$ cat config.mk
export PLATFORM = sky130hd
export DESIGN_NAME = addr_region_decoder
export DESIGN_NICKNAME = d
export VERILOG_FILES = /design/src/rtl/addr_dec_pkg.sv /design/src/rtl/adr_cmp.sv /design/src/rtl/local_decode.sv /design/src/rtl/xwin_decode.sv /design/src/rtl/addr_region_decoder.sv
export SDC_FILE = /design/constraint.sdc
export NUM_CORES = 1
export LEC_CHECK = 0
export ABC_AREA = 1
export ABC_CLOCK_PERIOD_IN_PS = 1000
export BUFFER_PORTS_ARGS = -buffer_cell sky130_fd_sc_hd__buf_4
export CAP_MARGIN = 20
export CORE_UTILIZATION = 37
export CTS_CLUSTER_SIZE = 12
export DETAILED_ROUTE_END_ITERATION = 7
export GPL_ROUTABILITY_DRIVEN = 1
export PLACE_DENSITY = 0.75
export RECOVER_POWER = 50
export SETUP_SLACK_MARGIN = 0.4
export SYNTH_ARGS = -nofsm -noshare
export SYNTH_HDL_FRONTEND = slang
export SYNTH_SLANG_ARGS = --single-unit
$ cat constraint.sdc
create_clock -name clk -period 1 [get_ports clk]
set_clock_uncertainty 0.2 [all_clocks]
set_input_delay 0.05 -clock clk [delete_from_list [all_inputs] [get_ports clk]]
set_output_delay 0.05 -clock clk [all_outputs]
set_load 0.03 [all_outputs]
$ cat src/rtl/addr_dec_pkg.sv
package addr_dec_pkg;
    typedef enum logic {ST_IDLE, ST_BUSY} dec_state_t;

    typedef struct packed {
        logic ram;
        logic rom;
        logic io;
        logic off;
    } board_sel_t;
endpackage

$ cat src/rtl/adr_cmp.sv
module adr_cmp #(
    parameter int BW = 8
) (
    input  logic [BW-1:0] addr_hi,
    input  logic [BW-1:0] base,
    input  logic [BW-1:0] care,
    output logic          hit
);
    assign hit = ((addr_hi ^ base) & care) == '0;
endmodule

$ cat src/rtl/local_decode.sv
module local_decode
    import addr_dec_pkg::*;
#(
    parameter int AW             = 24,
    parameter int BW             = 8,
    parameter int IO_LOCAL_BYTES = 512
) (
    input  logic [AW-1:$clog2(IO_LOCAL_BYTES)] addr_hi,
    input  logic [BW-1:0]                      ram_base,
    input  logic [BW-1:0]                      rom_base,
    input  logic [BW-1:0]                      io_base,
    input  logic                               ram_big,
    input  logic [1:0]                         rom_size,
    output board_sel_t                         sel
);
    localparam int HI_LSB  = AW - BW;
    localparam int LOC_LSB = $clog2(IO_LOCAL_BYTES);
    localparam logic [BW-1:0] ALL = '1;

    logic [BW-1:0] ram_care, rom_care;
    logic          ram_cmp, rom_cmp, io_cmp;
    logic          ram_hit, io_local;

    always_comb begin
        ram_care = ram_big ? (ALL << 1) : ALL;
        unique case (rom_size)
            2'd0:    rom_care = ALL;
            2'd1:    rom_care = ALL << 1;
            default: rom_care = ALL << 2;
        endcase
    end

    adr_cmp #(.BW(BW)) u_ram (.addr_hi(addr_hi[AW-1:HI_LSB]), .base(ram_base),
                              .care(ram_care), .hit(ram_cmp));
    adr_cmp #(.BW(BW)) u_rom (.addr_hi(addr_hi[AW-1:HI_LSB]), .base(rom_base),
                              .care(rom_care), .hit(rom_cmp));
    adr_cmp #(.BW(BW)) u_io  (.addr_hi(addr_hi[AW-1:HI_LSB]), .base(io_base),
                              .care(ALL), .hit(io_cmp));

    assign ram_hit  = ram_cmp & (ram_big | ~addr_hi[HI_LSB-1]);
    assign io_local = io_cmp & (&addr_hi[HI_LSB-1:LOC_LSB]);

    always_comb begin
        sel = '0;
        if (ram_hit)       sel.ram = 1'b1;
        else if (rom_cmp)  sel.rom = 1'b1;
        else if (io_local) sel.io  = 1'b1;
        else               sel.off = 1'b1;
    end
endmodule

$ cat src/rtl/xwin_decode.sv
module xwin_decode #(
    parameter int AW = 24,
    parameter int BW = 8
) (
    input  logic [AW-1:AW-BW-1] addr_hi,
    input  logic [BW-1:0]       base,
    input  logic [1:0]          size,
    output logic                hit
);
    localparam int HI_LSB = AW - BW;
    localparam logic [BW-1:0] ALL = '1;

    logic [BW-1:0] care;
    logic          cmp;

    always_comb begin
        unique case (size)
            2'd0, 2'd1: care = ALL;
            default:    care = ALL << 1;
        endcase
    end

    adr_cmp #(.BW(BW)) u_cmp (.addr_hi(addr_hi[AW-1:HI_LSB]), .base(base),
                              .care(care), .hit(cmp));

    assign hit = cmp & ((size != 2'd0) | ~addr_hi[HI_LSB-1]);
endmodule

$ cat src/rtl/addr_region_decoder.sv
module addr_region_decoder
    import addr_dec_pkg::*;
#(
    parameter int AW             = 24,
    parameter int BW             = 8,
    parameter int IO_LOCAL_BYTES = 512
) (
    input  logic                               clk,
    input  logic                               rst_n,
    input  logic [AW-1:$clog2(IO_LOCAL_BYTES)] cpu_addr_hi,
    input  logic                               cpu_as,
    input  logic [BW-1:0]                      ram_base,
    input  logic [BW-1:0]                      rom_base,
    input  logic [BW-1:0]                      io_base,
    input  logic [BW-1:0]                      xwin_base,
    input  logic                               ram_size_128k,
    input  logic [1:0]                         rom_size,
    input  logic [1:0]                         xwin_size,
    input  logic [AW-1:AW-BW-1]                ext_addr_hi,
    input  logic                               ext_as,
    output logic                               sel_ram,
    output logic                               sel_rom,
    output logic                               sel_io,
    output logic                               sel_offboard,
    output logic                               sel_xwin
);
    dec_state_t state_q, state_d;
    board_sel_t dec_sel, sel_q, sel_d;
    logic       xhit, xwin_d, xwin_q;

    local_decode #(.AW(AW), .BW(BW), .IO_LOCAL_BYTES(IO_LOCAL_BYTES)) u_loc (
        .addr_hi (cpu_addr_hi),
        .ram_base(ram_base),
        .rom_base(rom_base),
        .io_base (io_base),
        .ram_big (ram_size_128k),
        .rom_size(rom_size),
        .sel     (dec_sel)
    );

    xwin_decode #(.AW(AW), .BW(BW)) u_xwin (
        .addr_hi(ext_addr_hi),
        .base   (xwin_base),
        .size   (xwin_size),
        .hit    (xhit)
    );

    always_comb begin
        state_d = state_q;
        sel_d   = '0;
        unique case (state_q)
            ST_IDLE: if (cpu_as) begin
                state_d = ST_BUSY;
                sel_d   = dec_sel;
            end
            ST_BUSY: if (cpu_as) sel_d = sel_q;
                     else        state_d = ST_IDLE;
        endcase
        xwin_d = ext_as & xhit & ~sel_d.off;
    end

    always_ff @(posedge clk) begin
        if (!rst_n) state_q <= ST_IDLE;
        else        state_q <= state_d;
    end

    always_ff @(posedge clk) begin
        if (!rst_n) begin
            sel_q  <= '0;
            xwin_q <= 1'b0;
        end else begin
            sel_q  <= sel_d;
            xwin_q <= xwin_d;
        end
    end

    assign sel_ram      = sel_q.ram;
    assign sel_rom      = sel_q.rom;
    assign sel_io       = sel_q.io;
    assign sel_offboard = sel_q.off;
    assign sel_xwin     = xwin_q;
endmodule

==> flow_metrics.py <==
metrics = {
    "status": {
        "status": "finished with violations",
        "violations": "negative hold slack, negative setup slack",
    },
    "synthesis": {
        "yosysMostFrequentCell": "nand2_1",
        "ys_types": 22,
        "synth_top_cell_by_area": "nand2_1",
        "synth_flop_cell": "dfxtp_1",
        "synth_seq_cells": 6,
        "syn_area_um2": 957,
        "synth_top_area_share_pct": 31.8,
        "postSynthAreaPerCell_um2": 4.91,
        "synth_commonest_cells": "nand2_1, inv_1, nor2_1",
        "synth_edf_count": 0,
        "ys_seq_area_share_pct": 12.5,
        "synth_nets": 260,
        "ys_top_cells_by_area": "nand2_1, inv_1, dfxtp_1",
        "ys_async_sr_fraction_pct": 0,
        "ys_warn_count": 0,
        "syn-instance-count": 195,
    },
    "die": {
        "ios": 70,
        "core-area_mm2": 0.00245,
        "die_w_um": 52.9,
        "fp.dieArea_mm2": 0.00279,
        "placementRows": 18,
        "dieHeight_um": 52.9,
        "start_util_pct": 39.0,
    },
    "timing": {
        "hold_viol_final": 6,
        "slew_headroom_pct": 87.8,
        "fin_hold_ws_ns": -0.210,
        "finalCritPeriodShare_pct": 103,
        "max_freq_ghz": 0.966,
        "post-route-min-period_ns": 1.03,
        "setup_slack_ns": -0.0349,
        "slew_viol_final": 0,
        "rsz0062_at_grt": "yes",
        "setup_viol": 3,
        "worstMarginPinSlew_ns": 0.183,
    },
    "setup_path": {
        "required_ns": 0.95,
        "path_max_fanout": 2,
        "cp-start-kind": "register",
        "reg2reg_depth": 6,
        "r2r_slack_ns": -0.03,
        "regToRegStartpoint": "state_q",
        "critPathCaptureType": "register",
        "path_class": "reg2reg",
        "cp.arrival_ns": 0.99,
        "rr_endpoint": "sel_xwin",
    },
    "route": {
        "finalWirelength_um": 2470,
        "drc": 0,
        "ant_nets": 0,
        "drt_iter0_drc": 14,
        "vias": 1275,
        "first_pass_iters": 5,
        "via_per_inst": 4.28,
        "wire_per_inst_um": 8.30,
    },
    "final_layout": {
        "syn_to_final_growth_pct": 69.4,
        "final_nets": 334,
        "num_antenna_cells": 0,
        "drive_above_1_share_pct": 38.4,
        "finalNonFillerCells": 298,
        "fill_cells": 264,
        "final_util_pct": 66.1,
    },
    "clocking": {
        "cts-root-buf": "clkbuf_4",
        "cts_made_buffers": 3,
        "clkTransAtPathRegs_ns": 0.04,
        "ctsHtreeMaxLevel": 1,
        "cts.sinks": 6,
        "clockBufferDepth": 2,
        "clk_latency_ns": 0.27,
        "cts_tree": "built",
    },
    "global_routing": {
        "grt_pass1_vias": 1132,
        "grt_overflow": 0,
        "antenna_found_initial": 0,
        "grt.total_usage_pct": 19.6,
        "grt_pass1_wl_um": 4150,
        "grt_max_degree": 6,
    },
    "power": {
        "power_w": 0.00101,
        "pwr_density_cell_mw_per_mm2": 624,
        "combPwrFrac_pct": 50.0,
        "p_clk_share_pct": 26.3,
        "netSwitchingPower_w": 0.000344,
        "ir_worst_vdd_uv": 455,
        "leakagePower_nw": 0.966,
        "p_int_w": 0.000668,
        "netSwitchingFraction_pct": 34.0,
        "p_seq_share_pct": 23.8,
    },
    "placement": {
        "gp_congestion": 0.834,
        "portBuffers": 69,
        "dpl_worst_slack_ns": -0.245,
        "hpwl_um": 2170,
        "place_inst": 293,
    },
    "min_path": {
        "min_to": "state_q",
        "holdPathStages": 3,
        "min_from": "cpu_as",
        "hold_class": "in2reg",
    },
    "run": {
        "cap_viol_max_count": 0,
    },
}
repair_timing:
| item | in CTS | in global routing |
|---|---|---|
| endpoints found under the hold margin | 6 | 6 |
| pin swaps | 5 | 7 |
| setup endpoints to repair | 10 | 10 |
| resized for setup | 13 | 8 |
| setup buffers | 1 | 0 |
power groups by stage:
stage / clock [W] / combinational (W) / sequential (W)
final: 0.000266 / 0.000505 / 0.000241
after global placement: 0 / 0.000478 / 0.000243
after detailed placement: 0 / 0.000482 / 0.000243
after global routing: 0.000289 / 0.000570 / 0.000240
after CTS: 0.000276 / 0.000495 / 0.000240
after floorplan: 0 / 0.000225 / 0.000249
logic make-up after synthesis:
group / after synthesis / share of synthesized area [%]
AND/OR/NAND/NOR: 121 / 51.2
buffers and inverters: 44 / 18.0
AO/OA/AOI/OAI: 13 / 8.11
XOR/XNOR: 11 / 10.1
flip-flops: 6 / 12.5
worst max path at each step:
stage,from,to,cells past startpoint
4_1_cts,state_q,sel_xwin,6
3_3_place_gp,cpu_addr_hi[16],sel_xwin,9
3_5_place_dp,cpu_addr_hi[16],sel_xwin,9
5_1_grt,state_q,sel_xwin,6
2_1_floorplan,cpu_addr_hi[19],sel_xwin,11
6_report,state_q,sel_xwin,6
state kept, by name, indices dropped and copies added (netlist names):
signal	cells
sel_ram	1
sel_xwin	1
sel_rom	1
state_q	1
sel_io	1
sel_offboard	1
final cells by class:
cell class	count	area (um2)	area share, %
Sequential cell	6	136	8.41
Tap cell	30	37.5	2.31
Inverter	42	158	9.72
Multi-Input combinational cell	145	716	44.1
Timing Repair Buffer	71	548	33.8
Clock buffer	4	26.3	1.62
worst max-delay path: stages (launching register included):
cell and delay, ns:
dfxtp_2 0.33, nor2_4 0.10, inv_2 0.05, nor2_2 0.07, nand2_1 0.08, nand2_1 0.08, nor2_2 0.03
through the flow:
stage               setup TNS [ns]  cell area, um2
detailed placement           -1.02            1520
finish                     -0.0597            1620
global placement            -0.955            1520
CTS                        -0.0584            1600
global route                -0.304            1620
floorplan                   -0.141             990
placed cells by master (no fill, tap or decap):
master,n
xnor2_2,1
a211oi_1,1
o21ai_0,3
buf_6,5
dfxtp_2,1
nand3_2,2
nor2_2,6
dfxtp_1,1
or2_1,2
or2_2,1
dfxtp_4,4
o22ai_1,1
nor2_4,3
a21oi_1,4
xnor2_1,5
clkbuf_4,3
nand3b_1,1
o21bai_1,1
o2111ai_1,1
nand3_1,6
xor2_1,5
nor2_1,18
a21oi_2,1
inv_1,33
clkbuf_1,2
nand4_1,1
nand2_1,79
o211ai_1,1
nand2_2,2
inv_2,9
buf_4,65
per-layer routing:
metal | track usage [%] | up-vias | wire length [um]
met2 | 32.5 | 35 | 1120
met4 | 6.58 | 0 | 34
li1 | - | 717 | -
met3 | 1.44 | 3 | 110
met5 | 0 | - | 0
met1 | 26.4 | 520 | 1200
Note: power is estimated with default switching activity, not from simulation.
